File: src/rtl/sweep_pkg.sv
// Shared types and constants of the sweep sequencer.
// Assumes a byte-wide host port with a fixed address map.
package sweep_pkg;

    localparam int DATA_W = 16;

    localparam logic [7:0] A_CTRL_HI = 8'h80;
    localparam logic [7:0] A_CTRL_LO = 8'h81;
    localparam logic [7:0] A_START   = 8'h82;
    localparam logic [7:0] A_STEP    = 8'h85;
    localparam logic [7:0] A_COUNT   = 8'h88;
    localparam logic [7:0] A_SETTLE  = 8'h8A;
    localparam logic [7:0] A_STATUS  = 8'h8F;
    localparam logic [7:0] A_TEMP    = 8'h92;
    localparam logic [7:0] A_REAL    = 8'h94;
    localparam logic [7:0] A_IMAG    = 8'h96;

    typedef enum logic [3:0] {
        C_INIT  = 4'h1,
        C_SWEEP = 4'h2,
        C_STEP  = 4'h3,
        C_AGAIN = 4'h4,
        C_TEMP  = 4'h9,
        C_OFF   = 4'hA,
        C_STBY  = 4'hB
    } seq_cmd_e;

    typedef enum logic [2:0] {
        S_STBY,
        S_INIT,
        S_SETTLE,
        S_MEAS,
        S_HOLD,
        S_TEMP,
        S_OFF
    } seq_state_e;

endpackage

File: src/rtl/sweep_regs.sv
// Host register file: byte writes into big-endian fields, command and
// soft-reset decode, combinational read mux.
// Assumes FREQ_W is a multiple of 8, CNT_W <= 16, SET_W in 10..16.
module sweep_regs
    import sweep_pkg::*;
#(
    parameter int FREQ_W = 24,
    parameter int CNT_W  = 9,
    parameter int SET_W  = 11
) (
    input  logic              clk,
    input  logic              rst_n,
    input  logic              wr_en,
    input  logic [7:0]        wr_addr,
    input  logic [7:0]        wr_data,
    input  logic [7:0]        rd_addr,
    output logic [7:0]        rd_data,
    input  logic [2:0]        status,
    input  logic [DATA_W-1:0] res_temp,
    input  logic [DATA_W-1:0] res_real,
    input  logic [DATA_W-1:0] res_imag,
    output logic [FREQ_W-1:0] start_code,
    output logic [FREQ_W-1:0] step_code,
    output logic [CNT_W-1:0]  num_steps,
    output logic [SET_W-1:0]  settle_raw,
    output logic              cmd_valid,
    output logic [3:0]        cmd_code,
    output logic              soft_rst
);
    localparam int FB = FREQ_W / 8;

    logic [FREQ_W-1:0] start_q, step_q;
    logic [CNT_W-1:0]  count_q;
    logic [SET_W-1:0]  settle_q;
    logic [3:0]        cfg_q;
    logic              extclk_q;
    logic [15:0]       count_w, settle_w;

    assign count_w  = {{(16-CNT_W){1'b0}}, count_q};
    assign settle_w = {{(16-SET_W){1'b0}}, settle_q};

    // Write path: one byte per strobe into the addressed field.
    always_ff @(posedge clk) begin
        if (!rst_n) begin
            start_q  <= '0;
            step_q   <= '0;
            count_q  <= '0;
            settle_q <= '0;
            cfg_q    <= '0;
            extclk_q <= 1'b0;
        end else if (wr_en) begin
            for (int i = 0; i < FB; i++) begin
                if (wr_addr == A_START + 8'(i))
                    start_q[(FB-1-i)*8 +: 8] <= wr_data;
                if (wr_addr == A_STEP + 8'(i))
                    step_q[(FB-1-i)*8 +: 8] <= wr_data;
            end
            if (wr_addr == A_COUNT)
                count_q <= CNT_W'({wr_data, count_w[7:0]});
            if (wr_addr == A_COUNT + 8'd1)
                count_q <= CNT_W'({count_w[15:8], wr_data});
            if (wr_addr == A_SETTLE)
                settle_q <= SET_W'({wr_data, settle_w[7:0]});
            if (wr_addr == A_SETTLE + 8'd1)
                settle_q <= SET_W'({settle_w[15:8], wr_data});
            if (wr_addr == A_CTRL_HI)
                cfg_q <= wr_data[3:0];
            if (wr_addr == A_CTRL_LO)
                extclk_q <= wr_data[3];
        end
    end

    // Command and soft-reset strobes decoded straight from the write.
    always_comb begin
        cmd_valid = wr_en && (wr_addr == A_CTRL_HI);
        cmd_code  = wr_data[7:4];
        soft_rst  = wr_en && (wr_addr == A_CTRL_LO) && wr_data[4];
    end

    // Read mux over all mapped bytes; unmapped bytes read 0.
    always_comb begin
        rd_data = 8'h00;
        for (int i = 0; i < FB; i++) begin
            if (rd_addr == A_START + 8'(i)) rd_data = start_q[(FB-1-i)*8 +: 8];
            if (rd_addr == A_STEP + 8'(i))  rd_data = step_q[(FB-1-i)*8 +: 8];
        end
        case (rd_addr)
            A_CTRL_HI:        rd_data = {4'h0, cfg_q};
            A_CTRL_LO:        rd_data = {4'h0, extclk_q, 3'b000};
            A_COUNT:          rd_data = count_w[15:8];
            A_COUNT + 8'd1:   rd_data = count_w[7:0];
            A_SETTLE:         rd_data = settle_w[15:8];
            A_SETTLE + 8'd1:  rd_data = settle_w[7:0];
            A_STATUS:         rd_data = {5'b0, status};
            A_TEMP:           rd_data = res_temp[15:8];
            A_TEMP + 8'd1:    rd_data = res_temp[7:0];
            A_REAL:           rd_data = res_real[15:8];
            A_REAL + 8'd1:    rd_data = res_real[7:0];
            A_IMAG:           rd_data = res_imag[15:8];
            A_IMAG + 8'd1:    rd_data = res_imag[7:0];
            default:          ;
        endcase
    end

    assign start_code = start_q;
    assign step_code  = step_q;
    assign num_steps  = count_q;
    assign settle_raw = settle_q;

endmodule

File: src/rtl/sweep_settle.sv
// Settling timer: loads base x multiplier and counts down to zero.
// Assumes the multiplier code sits in the top two bits of settle_raw.
module sweep_settle #(
    parameter int SET_W = 11
) (
    input  logic             clk,
    input  logic             rst_n,
    input  logic             load,
    input  logic             run,
    input  logic [SET_W-1:0] settle_raw,
    output logic             expired
);
    localparam int BASE_W = SET_W - 2;

    logic [SET_W-1:0] eff, cnt_q;

    // Effective count: base shifted by the multiplier code.
    always_comb begin
        case (settle_raw[SET_W-1 -: 2])
            2'b01:   eff = {1'b0, settle_raw[BASE_W-1:0], 1'b0};
            2'b11:   eff = {settle_raw[BASE_W-1:0], 2'b00};
            default: eff = {2'b00, settle_raw[BASE_W-1:0]};
        endcase
    end

    // Down counter, reloaded on each new settle-and-measure cycle.
    always_ff @(posedge clk) begin
        if (!rst_n)                  cnt_q <= '0;
        else if (load)               cnt_q <= eff;
        else if (run && cnt_q != 0)  cnt_q <= cnt_q - 1'b1;
    end

    assign expired = (cnt_q == '0);

endmodule

File: src/rtl/sweep_fsm.sv
// Sweep sequencer: accepts commands, steps the frequency code, hands
// measurement requests out and captures results and status flags.
// Assumes at most one command per cycle; a command wins over completion.
module sweep_fsm
    import sweep_pkg::*;
#(
    parameter int FREQ_W = 24,
    parameter int CNT_W  = 9
) (
    input  logic              clk,
    input  logic              rst_n,
    input  logic              cmd_valid,
    input  logic [3:0]        cmd_code,
    input  logic              soft_rst,
    input  logic [FREQ_W-1:0] start_code,
    input  logic [FREQ_W-1:0] step_code,
    input  logic [CNT_W-1:0]  num_steps,
    input  logic              settle_done,
    input  logic              meas_done,
    input  logic [DATA_W-1:0] meas_real,
    input  logic [DATA_W-1:0] meas_imag,
    input  logic [DATA_W-1:0] meas_temp,
    output seq_state_e        state,
    output logic              settle_load,
    output logic [FREQ_W-1:0] freq_code,
    output logic              excite_on,
    output logic [2:0]        status,
    output logic [DATA_W-1:0] res_temp,
    output logic [DATA_W-1:0] res_real,
    output logic [DATA_W-1:0] res_imag
);
    seq_state_e        st_q, ret_q;
    logic [FREQ_W-1:0] code_q;
    logic [CNT_W-1:0]  steps_q;
    logic              tv_q, dv_q, done_q, exc_q;
    logic              acc_init, acc_sweep, acc_step, acc_again;
    logic              acc_temp, acc_off, acc_stby, idle_st;

    // Command acceptance by current state.
    always_comb begin
        idle_st   = (st_q == S_STBY) || (st_q == S_INIT) ||
                    (st_q == S_HOLD) || (st_q == S_OFF);
        acc_init  = cmd_valid && cmd_code == C_INIT;
        acc_sweep = cmd_valid && cmd_code == C_SWEEP && st_q == S_INIT;
        acc_step  = cmd_valid && cmd_code == C_STEP && st_q == S_HOLD && !done_q;
        acc_again = cmd_valid && cmd_code == C_AGAIN && st_q == S_HOLD;
        acc_temp  = cmd_valid && cmd_code == C_TEMP && idle_st;
        acc_off   = cmd_valid && cmd_code == C_OFF;
        acc_stby  = cmd_valid && cmd_code == C_STBY;
        settle_load = !soft_rst && (acc_sweep || acc_step || acc_again);
    end

    // Sequencer state, frequency stepping and result capture.
    always_ff @(posedge clk) begin
        if (!rst_n) begin
            st_q     <= S_STBY;
            ret_q    <= S_STBY;
            code_q   <= '0;
            steps_q  <= '0;
            tv_q     <= 1'b0;
            dv_q     <= 1'b0;
            done_q   <= 1'b0;
            exc_q    <= 1'b0;
            res_temp <= '0;
            res_real <= '0;
            res_imag <= '0;
        end else if (soft_rst) begin
            st_q   <= S_STBY;
            exc_q  <= 1'b0;
            tv_q   <= 1'b0;
            dv_q   <= 1'b0;
            done_q <= 1'b0;
        end else if (acc_off) begin
            st_q   <= S_OFF;
            exc_q  <= 1'b0;
            tv_q   <= 1'b0;
            dv_q   <= 1'b0;
            done_q <= 1'b0;
        end else if (acc_stby) begin
            st_q  <= S_STBY;
            exc_q <= 1'b0;
        end else if (acc_init) begin
            st_q    <= S_INIT;
            code_q  <= start_code;
            steps_q <= '0;
            exc_q   <= 1'b1;
        end else if (acc_sweep) begin
            st_q    <= S_SETTLE;
            code_q  <= start_code;
            steps_q <= '0;
            dv_q    <= 1'b0;
            done_q  <= 1'b0;
        end else if (acc_step) begin
            st_q    <= S_SETTLE;
            code_q  <= code_q + step_code;
            steps_q <= steps_q + 1'b1;
            dv_q    <= 1'b0;
        end else if (acc_again) begin
            st_q <= S_SETTLE;
            dv_q <= 1'b0;
        end else if (acc_temp) begin
            ret_q <= st_q;
            st_q  <= S_TEMP;
            tv_q  <= 1'b0;
        end else begin
            case (st_q)
                S_SETTLE: if (settle_done) st_q <= S_MEAS;
                S_MEAS: if (meas_done) begin
                    res_real <= meas_real;
                    res_imag <= meas_imag;
                    dv_q     <= 1'b1;
                    if (steps_q == num_steps) done_q <= 1'b1;
                    st_q     <= S_HOLD;
                end
                S_TEMP: if (meas_done) begin
                    res_temp <= meas_temp;
                    tv_q     <= 1'b1;
                    st_q     <= ret_q;
                end
                default: ;
            endcase
        end
    end

    assign state     = st_q;
    assign freq_code = code_q;
    assign excite_on = exc_q;
    assign status    = {done_q, dv_q, tv_q};

endmodule

File: src/rtl/sweep_seq_top.sv
// Top of the sweep sequencer: register file, settling timer and
// sequencer joined; request outputs decoded from the sequencer state.
// Assumes the front end holds results stable while meas_done is high.
module sweep_seq_top
    import sweep_pkg::*;
#(
    parameter int FREQ_W = 24,
    parameter int CNT_W  = 9,
    parameter int SET_W  = 11
) (
    input  logic              clk,
    input  logic              rst_n,
    input  logic              wr_en,
    input  logic [7:0]        wr_addr,
    input  logic [7:0]        wr_data,
    input  logic [7:0]        rd_addr,
    output logic [7:0]        rd_data,
    input  logic              meas_done,
    input  logic [15:0]       meas_real,
    input  logic [15:0]       meas_imag,
    input  logic [15:0]       meas_temp,
    output logic              meas_req,
    output logic              meas_kind,
    output logic              excite_on,
    output logic [FREQ_W-1:0] freq_code
);
    logic [FREQ_W-1:0] start_w, step_w;
    logic [CNT_W-1:0]  count_w;
    logic [SET_W-1:0]  settle_w;
    logic              cmd_v, soft_w, load_w, expired_w;
    logic [3:0]        cmd_c;
    logic [2:0]        stat_w;
    logic [DATA_W-1:0] temp_w, real_w, imag_w;
    seq_state_e        state_w;

    sweep_regs #(.FREQ_W(FREQ_W), .CNT_W(CNT_W), .SET_W(SET_W)) u_regs (
        .clk(clk), .rst_n(rst_n), .wr_en(wr_en), .wr_addr(wr_addr),
        .wr_data(wr_data), .rd_addr(rd_addr), .rd_data(rd_data),
        .status(stat_w), .res_temp(temp_w), .res_real(real_w),
        .res_imag(imag_w), .start_code(start_w), .step_code(step_w),
        .num_steps(count_w), .settle_raw(settle_w), .cmd_valid(cmd_v),
        .cmd_code(cmd_c), .soft_rst(soft_w)
    );

    sweep_settle #(.SET_W(SET_W)) u_settle (
        .clk(clk), .rst_n(rst_n), .load(load_w),
        .run(state_w == S_SETTLE), .settle_raw(settle_w),
        .expired(expired_w)
    );

    sweep_fsm #(.FREQ_W(FREQ_W), .CNT_W(CNT_W)) u_fsm (
        .clk(clk), .rst_n(rst_n), .cmd_valid(cmd_v), .cmd_code(cmd_c),
        .soft_rst(soft_w), .start_code(start_w), .step_code(step_w),
        .num_steps(count_w), .settle_done(expired_w),
        .meas_done(meas_done), .meas_real(meas_real),
        .meas_imag(meas_imag), .meas_temp(meas_temp), .state(state_w),
        .settle_load(load_w), .freq_code(freq_code), .excite_on(excite_on),
        .status(stat_w), .res_temp(temp_w), .res_real(real_w),
        .res_imag(imag_w)
    );

    // Request outputs follow the sequencer state.
    always_comb begin
        meas_req  = (state_w == S_MEAS) || (state_w == S_TEMP);
        meas_kind = (state_w == S_TEMP);
    end

endmodule

File: config.mk
export PLATFORM = sky130hd
export DESIGN_NAME = sweep_seq_top
export DESIGN_NICKNAME = d
export VERILOG_FILES = /design/src/rtl/sweep_pkg.sv /design/src/rtl/sweep_regs.sv /design/src/rtl/sweep_settle.sv /design/src/rtl/sweep_fsm.sv /design/src/rtl/sweep_seq_top.sv
export SDC_FILE = /design/constraint.sdc
export NUM_CORES = 1
export LEC_CHECK = 0
export ABC_AREA = 1
export BUFFER_PORTS_ARGS = -buffer_cell sky130_fd_sc_hd__buf_2
export CAP_MARGIN = 0
export CORE_ASPECT_RATIO = 1.5
export CORE_MARGIN = 2
export CORE_UTILIZATION = 65
export DETAILED_ROUTE_END_ITERATION = 12
export PLACE_DENSITY_LB_ADDON = 0.05
export RECOVER_POWER = 100
export SLEW_MARGIN = 20
export SYNTH_ARGS = -nofsm -noshare
export SYNTH_HDL_FRONTEND = slang
export SYNTH_HIERARCHICAL = 1
export SYNTH_SLANG_ARGS = --single-unit
File: constraint.sdc
create_clock -name clk -period 4.15 [get_ports clk]
set_input_delay 1.0375 -clock clk [delete_from_list [all_inputs] [get_ports clk]]
set_output_delay 1.0375 -clock clk [all_outputs]
set_load 0.005 [all_outputs]
* Yosys cells after proc, flatten, opt, wreduce, memory -nomap -nowiden *
Cells that the tools add are included.
Widths: inputs -> output; s select.

operators by class
  add/subtract/negate cells = 3
  eq/ne operators = 57
  multiplexer cells = 44
  bitwise operators = 11
  reductions and logical operators = 63

operator list
  operator               number
  $eq 8x8->1 const B     31
  $pmux 8 s13            1
  $mux 24                3
  $mux 8                 8
  $mux 3                 10
  $mux 9                 3
  $ne 9x2->1 const B     3
  $add 24x24->24         1
  $mux 11                2
  $pmux 11 s2            1
  $ne 7x2->1 const B     3
  $reduce_and 10->1      2
  $reduce_and 2->1       10
  $logic_and 1x1->1      17
  $reduce_and 8->1       2
  $mux 1                 15
  $eq 4x4->1 const B     3
  $reduce_and 4->1       3
  $reduce_bool 2->1      6
  $logic_not 11->1       1
  $not 1->1              11
  $reduce_bool 11->1     1
  $sub 11x1->11 const B  1
  $reduce_bool 10->1     1
  25 further kinds       39

storage, ports and cells
  register bits after elaboration = 175
  input bits = 76
  output and inout bits = 35
  logic and storage cells = 203

* Logic depth before layout (Yosys ltp) *
Gate-level depths: netlist of run 1.

  depth after elaboration = 12
  mapped depth = 18
  depth with buffers taken out = 17

* Modules after synthesis *
Netlist of run 1, hierarchy kept.

modules (own cells, without submodules)
  module         instances  cells each  area each (um^2)  sequential area each (um^2)
  sweep_fsm      1          891         5616.6            1821.7
  sweep_regs     1          654         4200.3            1461.4
  sweep_settle   1          166         923.4             220.2
  sweep_seq_top  1          7           30.0              0.0

* Least setup slack after synthesis of run 1 *
Ideal clock, no wire load.

  path type = input port to flip-flop
  start = in wr_addr[5]
  end = reg u_settle.cnt_q[2]
  library setup time = 113 ps
  arrival time = 3047 ps
  data required time = 4037 ps
  path slack = 990 ps
  stages on the path = 17
  path buffers = 1
  cells stage by stage = nor2_1 -> nand3_1 -> inv_2 -> nand3_2 -> inv_1 -> nand2_1 -> nor2_1 -> nand4_2 -> nand2_1 -> inv_1 -> a21oi_1 -> inv_1 -> buf_2 -> a21oi_1 -> a31oi_1 -> nor2_1 -> nor2_1

between the ends
  word-level cells in the longest chain between the ends = 9
  elaborated cells on any way between the ends = 18
  classes of those cells = 2 x eq/ne; 1 x mux; 15 x reduce/logical

RTL lines
  element                                       RTL line             RTL
  start, declared                               sweep_seq_top.sv:14  input logic [7:0] wr_addr,
  $eq 8x8->1 (*)                                sweep_regs.sv:75     cmd_valid = wr_en && (wr_addr == A_CTRL_HI);
  $logic_and 1x1->1 (*)                         sweep_regs.sv:75
  named net cmd_v                               sweep_seq_top.sv:30  logic cmd_v, soft_w, load_w, expired_w;
  $logic_and 1x1->1 (3 in series)               sweep_fsm.sv:45      acc_step = cmd_valid && cmd_code == C_STEP && st_q == S_HOLD && !done_q;
  $logic_or 1x1->1                              sweep_fsm.sv:50      settle_load = !soft_rst && (acc_sweep || acc_step || acc_again);
  $logic_or 1x1->1 (*)                          sweep_fsm.sv:50
  $logic_and 1x1->1 (*)                         sweep_fsm.sv:50
  named net load_w                              sweep_seq_top.sv:30
  $mux 11 or $reduce_bool 2->1 (tied branches)  --
  end signal, assigned                          sweep_settle.sv:30   else if (run && cnt_q != 0) cnt_q <= cnt_q - 1'b1;
  end, declared                                 sweep_settle.sv:15   logic [SET_W-1:0] eff, cnt_q;

Mark *: on every way through the listed nets, which the timed path passes. The rest lies on a longest branch.
A chain may end at the register's enable or synchronous reset.

* Worst setup path in the final report of run 1 *
  start = in rd_addr[6]
  end = out rd_data[5]

between the ends
  word-level cells in the longest chain between the ends = 8
  elaborated cells on any way between the ends = 26
  classes of those cells = 19 x eq/ne; 7 x mux

RTL lines
  element          RTL line             RTL
  start, declared  sweep_seq_top.sv:16  input logic [7:0] rd_addr,
  $eq 8x8->1       sweep_regs.sv:84     if (rd_addr == A_START + 8'(i)) rd_data = start_q[(FB-1-i)*8 +: 8];
  $mux 8           sweep_regs.sv:84
  $mux 8           sweep_regs.sv:85     if (rd_addr == A_STEP + 8'(i)) rd_data = step_q[(FB-1-i)*8 +: 8];
  $mux 8           sweep_regs.sv:84
  $mux 8           sweep_regs.sv:85
  $mux 8           sweep_regs.sv:84
  $mux 8           sweep_regs.sv:85
  $pmux 8 s13 (*)  sweep_regs.sv:87     case (rd_addr)
  end, declared    sweep_seq_top.sv:17  output logic [7:0] rd_data,

Mark *: on every way between the ends. The rest lies on a longest branch, timed or not.

==> results of run 1 <==
## kinds of logic after synthesis
logic type	after synthesis	synth area share
simple gates	913	0.371
buf+inv	301	0.121
compound gates	287	0.139
flops	175	0.325
fa+ha+maj	26	0.0309
xor+xnor	16	0.0130
## final cells by class
cell class,count,area share
Multi-Input combinational cell,1242,0.506
Tap cell,206,0.0220
Sequential cell,175,0.299
Timing Repair Buffer,118,0.0498
Antenna cell,1,0.000214
Inverter,235,0.0755
Clock inverter,13,0.0103
Clock buffer,19,0.0370
## cell usage after synthesis, types with 9 or more instances
master      n
nand2_1   391
nor2_1    265
inv_1     217
dfxtp_1   175
nand3_1   171
o21ai_0   117
a21oi_1   109
o21ai_1    37
ha_1       25
clkbuf_1   22
buf_2      17
inv_2      15
nand4_1    15
nor3_1     14
buf_4      13
buf_6      13
xor2_1     13
nand2_2    11
a31oi_1    10
nor2_2      9
nor2_4      9
## power groups by stage
stage | logic [mW] | registers, mW | clock network [mW]
floorplan | 0.218 | 1.75 | 0
global placement | 0.304 | 1.76 | 0
detailed placement | 0.312 | 1.76 | 0
CTS | 0.314 | 1.72 | 1.54
global route | 0.358 | 1.72 | 1.61
finish | 0.319 | 1.72 | 1.53
## sequential cells by signal, summed over array words and instances, names as in the netlist, 4 cells and up
register	count
u_fsm/res_temp	16
u_regs/start_code	24
u_regs/num_steps	9
u_fsm/res_imag	16
u_fsm/res_real	16
u_fsm/steps_q	9
u_fsm/freq_code	24
u_settle/cnt_q	11
u_regs/settle_raw	11
u_regs/cfg_q	4
u_regs/step_code	24
## through the flow
stage          setup WS (ps)  hold slack (ps)
2_1_floorplan            990              424
3_3_place_gp             414              437
3_5_place_dp             322              444
4_1_cts                  473              454
5_1_grt                  182              472
6_report                 333              457
## worst max-delay path, cell delays in order
cell and delay [ps]:
buf_2 90, inv_1 40, nand2_1 100, nor2_4 480
and2_0 500, nand2_1 100, nand3_1 110, nand2_1 60
nand2_1 110, buf_2 130
## how the worst max path moves through the flow
stage | start | end | cells after the start
final | rd_addr[6] | rd_data[5] | 10
after detailed placement | wr_addr[5] | u_fsm/freq_code[19] | 18
after CTS | rd_addr[6] | rd_data[4] | 12
after global routing | wr_addr[5] | u_fsm/res_real[0] | 17
after floorplan | wr_addr[5] | u_settle/cnt_q[2] | 17
after global placement | wr_addr[5] | u_fsm/freq_code[22] | 18
## routing by layer
layer	wire [microns]	GRT usage	part of all wire
met1	12000	0.400	0.35
met4	3100	0.309	0.091
met5	0	0	0
met3	2310	0.0778	0.068
met2	16600	0.676	0.49
==> flow_summary.json, run 1 <==
{
  "insertion_delay_ps": 430,
  "gr-total-overflow": 0,
  "num_rows": 57,
  "status": "finished, final reports clean",
  "grtUsageTotal": 0.390,
  "async_reset_ff_frac": 0,
  "start_util": 0.665,
  "synth_edf_count": 0,
  "fin_skew_ps": 11.1,
  "hold_buffers": 0,
  "final_util": 0.723,
  "endpoint_kind": "output pin",
  "hp-start": "u_fsm/ret_q[1]",
  "hp-class": "reg -> reg",
  "synthFlopType": "dfxtp_1",
  "htreeDepth": 4,
  "tritoncts": "built",
  "finalCritPeriodShare": 0.920,
  "n_fill_cell": 1444,
  "cap_violations": 0,
  "gp_congestion": 0.912,
  "max_freq_mhz": 262,
  "p_sw_mw": 0.980,
  "p_leak_nw": 5.45,
  "ir_drop_v": 0.000285,
  "max-slew-margin-rel": 0.0500,
  "synth_cell_types": 48,
  "whs_path_depth": 2,
  "syn_inst": 1718,
  "final_cell_mix": "nand2_1, nor2_1, inv_1",
  "synth_area_leader_cell": "dfxtp_1",
  "p_comb_frac": 0.089,
  "power_frac_seq": 0.482,
  "syn_nets": 1820,
  "final_cells": 2009,
  "die_w_microns": 109,
  "layout_commonest_cell": "nand2_1",
  "drtAntennaViolNets": 0,
  "maxSlewViolCount": 0,
  "rr_startpoint": "u_fsm/state[2]",
  "multi_input_area_sq_um": 5930,
  "drive_gt1_frac": 0.107,
  "routedWlPerCell_microns": 16.9,
  "grt_max_degree": 86,
  "syn-cell-area_sq_um": 10800,
  "internal_power_mw": 2.59,
  "worst_slew_pin_slew_ps": 1430,
  "cts.repair.resized": 0,
  "finalSetupTns_ps": 0,
  "core_sq_um": 16200,
  "wl_microns": 34000,
  "yosysSeqAreaShare": 0.325,
  "cts.sinks": 175,
  "dpl_cell_area_sq_um": 11200,
  "drc": 0,
  "io_pins": 111,
  "antenna_found_initial": 1,
  "rsz0062_at_grt": "false",
  "seq_area_sq_um": 3500,
  "final_area_sq_um": 11700,
  "grt_pass1_wl_microns": 53300,
  "synth-seq-cells": 175,
  "area_growth_pct": 8.74,
  "drt-initial-drc-count": 1083,
  "ys_warn_count": 6,
  "vias_per_cell": 5.76,
  "cts_setup_buffers": 0,
  "numCtsBuffers": 17,
  "hold_violations": 0,
  "first_pass_iters": 6,
  "setup_viol_count_final": 0,
  "dieArea_sq_um": 17600,
  "vias": 11600,
  "ff2ff_setup_slack_ps": 1580,
  "min_to": "u_fsm/ret_q[1]",
  "critPathLaunchType": "input pin",
  "clock-root-buffer": "clkbuf_16",
  "reg2reg_depth": 10,
  "hpwl_microns": 25200,
  "rr_endpoint": "u_fsm/res_imag[0]",
  "clk_path_buf_depth": 2,
  "synth_top_area_frac": 0.325,
  "cp.required_ps": 3110,
  "dieHeight_microns": 162,
  "period_needed_ps": 3820,
  "power_density_nw_per_um2": 305,
  "dp.cells": 1976,
  "synth_area_leaders": "dfxtp_1, nand2_1, nor2_1",
  "syn_avg_cell_area_sq_um": 6.27,
  "p_total_mw": 3.57,
  "clkPwrFrac": 0.429,
  "worstPathArrival_ps": 2780,
  "path_max_fanout": 22,
  "port_buffers": 110,
  "layout.nets": 1891,
  "path_clk_slew_ps": 70,
  "swShare": 0.274,
  "crit_type": "in -> out",
  "grt_pass1_vias": 10900
}
(Power assumes the default switching activity.)
==> inputs of run 2 (changes only) <==
Settings changed: RECOVER_POWER 100 to 50.
==> run 2 against run 1 <==
Effect of this change: final cell count stayed put; sequential power hardly changed; register-to-register slack better by 90 ps; die area stayed put; hold slack worse by 1.2 ps; routed wire length is 0.27% lower; power is 0.11% lower; clock skew is 0.66 ps higher; critical path type unchanged; largest cell class unchanged.
==> flow_summary.json, run 2 (same netlist as run 1, synthesis figures left out) <==
{
  "clock-root-buffer": "clkbuf_16",
  "worstPathCellList": "buf_2, inv_1, nand2_1, nor2_4, buf_4, nand3_1, nand2_1, inv_1, nand3_1, nand2_1, nand2_1, buf_2",
  "final_cell_mix": "nand2_1, nor2_1, inv_1",
  "cap_violations": 0,
  "cpMostUsedCell": "nand2_1",
  "path_clk_slew_ps": 70,
  "drc": 0,
  "hold_violations": 0,
  "cts.repair.resized": 0,
  "dpl_cell_area_sq_um": 11200,
  "dp_slack_ps": 322,
  "finalCritPeriodShare": 0.901,
  "tritoncts": "built",
  "hold_slack_ps": 456,
  "worst_slew_pin_slew_ps": 1420,
  "port_buffers": 110,
  "vias_per_cell": 5.76,
  "antenna_found_initial": 1,
  "grt_pass1_wl_microns": 53300,
  "num_rows": 57,
  "swShare": 0.273,
  "internal_power_mw": 2.60,
  "cp.required_ps": 3110,
  "setup_ws_ps": 410,
  "dieArea_sq_um": 17600,
  "path_max_fanout": 22,
  "setup_viol_count_final": 0,
  "p_total_mw": 3.57,
  "htreeDepth": 4,
  "ir_drop_v": 0.000285,
  "rsz0062_at_grt": "false",
  "area_growth_pct": 9.18,
  "io_pins": 111,
  "fin_skew_ps": 11.7,
  "status": "finished, final reports clean",
  "grtUsageTotal": 0.390,
  "numCtsBuffers": 17,
  "crit_type": "in -> out",
  "vias": 11600,
  "p_sw_mw": 0.975,
  "power_frac_seq": 0.482,
  "dieHeight_microns": 162,
  "first_pass_iters": 6,
  "core_sq_um": 16200,
  "critPathLaunchType": "input pin",
  "grt_max_degree": 86,
  "wl_microns": 33900,
  "period_needed_ps": 3740,
  "layout_commonest_cell": "nand2_1",
  "max-slew-margin-rel": 0.0566,
  "clkPwrFrac": 0.428,
  "worstPathArrival_ps": 2700,
  "n_fill_cell": 1437,
  "finalSetupTns_ps": 0,
  "gr-total-overflow": 0,
  "slowest_delay_ps": 450,
  "routedWlPerCell_microns": 16.9,
  "die_w_microns": 109,
  "hp-class": "reg -> reg",
  "cts.sinks": 175,
  "insertion_delay_ps": 430,
  "p_leak_nw": 5.48,
  "drtAntennaViolNets": 0,
  "layout.nets": 1891,
  "maxSlewViolCount": 0,
  "endpoint_kind": "output pin",
  "cp_slowest_cell": "nor2_4",
  "cts_setup_buffers": 0,
  "p_comb_frac": 0.090,
  "hpwl_microns": 25200,
  "clk_path_buf_depth": 2,
  "gp_congestion": 0.912,
  "start_util": 0.665,
  "drt-initial-drc-count": 1076,
  "final_area_sq_um": 11800,
  "max_freq_mhz": 267,
  "drive_gt1_frac": 0.113,
  "grt_pass1_vias": 10900,
  "hold_buffers": 0,
  "power_density_nw_per_um2": 304
}
==> run 2: metal layers <==
layer | vias to the layer above | wire, microns | track usage
met5 | - | 0 | 0
met4 | 0 | 3030 | 0.309
met3 | 186 | 2270 | 0.0778
met2 | 526 | 16500 | 0.676
met1 | 5237 | 12000 | 0.400
li1 | 5630 | - | -
==> run 2: critical path: cells and delay by family <==
kind,cells,cell delay (ps)
buffers and inverters,5,640
and+or+nand+nor,7,1020
==> run 2: final cells by class <==
cell class / instances / area (sq um) / area share
Sequential cell: 175 / 3500 / 0.298
Multi-Input combinational cell: 1242 / 5970 / 0.508
Clock buffer: 19 / 433 / 0.0368
Timing Repair Buffer: 118 / 588 / 0.0500
Inverter: 235 / 885 / 0.0752
Antenna cell: 1 / 2.50 / 0.000213
Tap cell: 206 / 258 / 0.0219
Clock inverter: 13 / 120 / 0.0102
==> run 2: final timing paths <==
check,startpoint,endpoint,slack [ps],cells after the start
worst min register to register,u_fsm/ret_q[1],u_fsm/ret_q[1],460,2
worst max-delay path,rd_addr[5],rd_data[4],410,12
worst max register to register,u_regs/step_code[9],u_fsm/freq_code[18],1670,10
worst min-delay path,u_fsm/ret_q[1],u_fsm/ret_q[1],460,2
==> run 2: power groups by stage <==
stage	Combinational, mW	Sequential, mW	Clock, mW
6_report	0.320	1.72	1.53
3_3_place_gp	0.304	1.76	0
4_1_cts	0.314	1.72	1.54
3_5_place_dp	0.312	1.76	0
5_1_grt	0.360	1.72	1.61
2_1_floorplan	0.218	1.75	0
==> run 2: through the flow <==
step / cells / util
after global routing: 2009 / 0.726
after global placement: 1976 / 0.694
final: 2009 / 0.726
after detailed placement: 1976 / 0.694
after floorplan: 1718 / -
after CTS: 2008 / 0.728
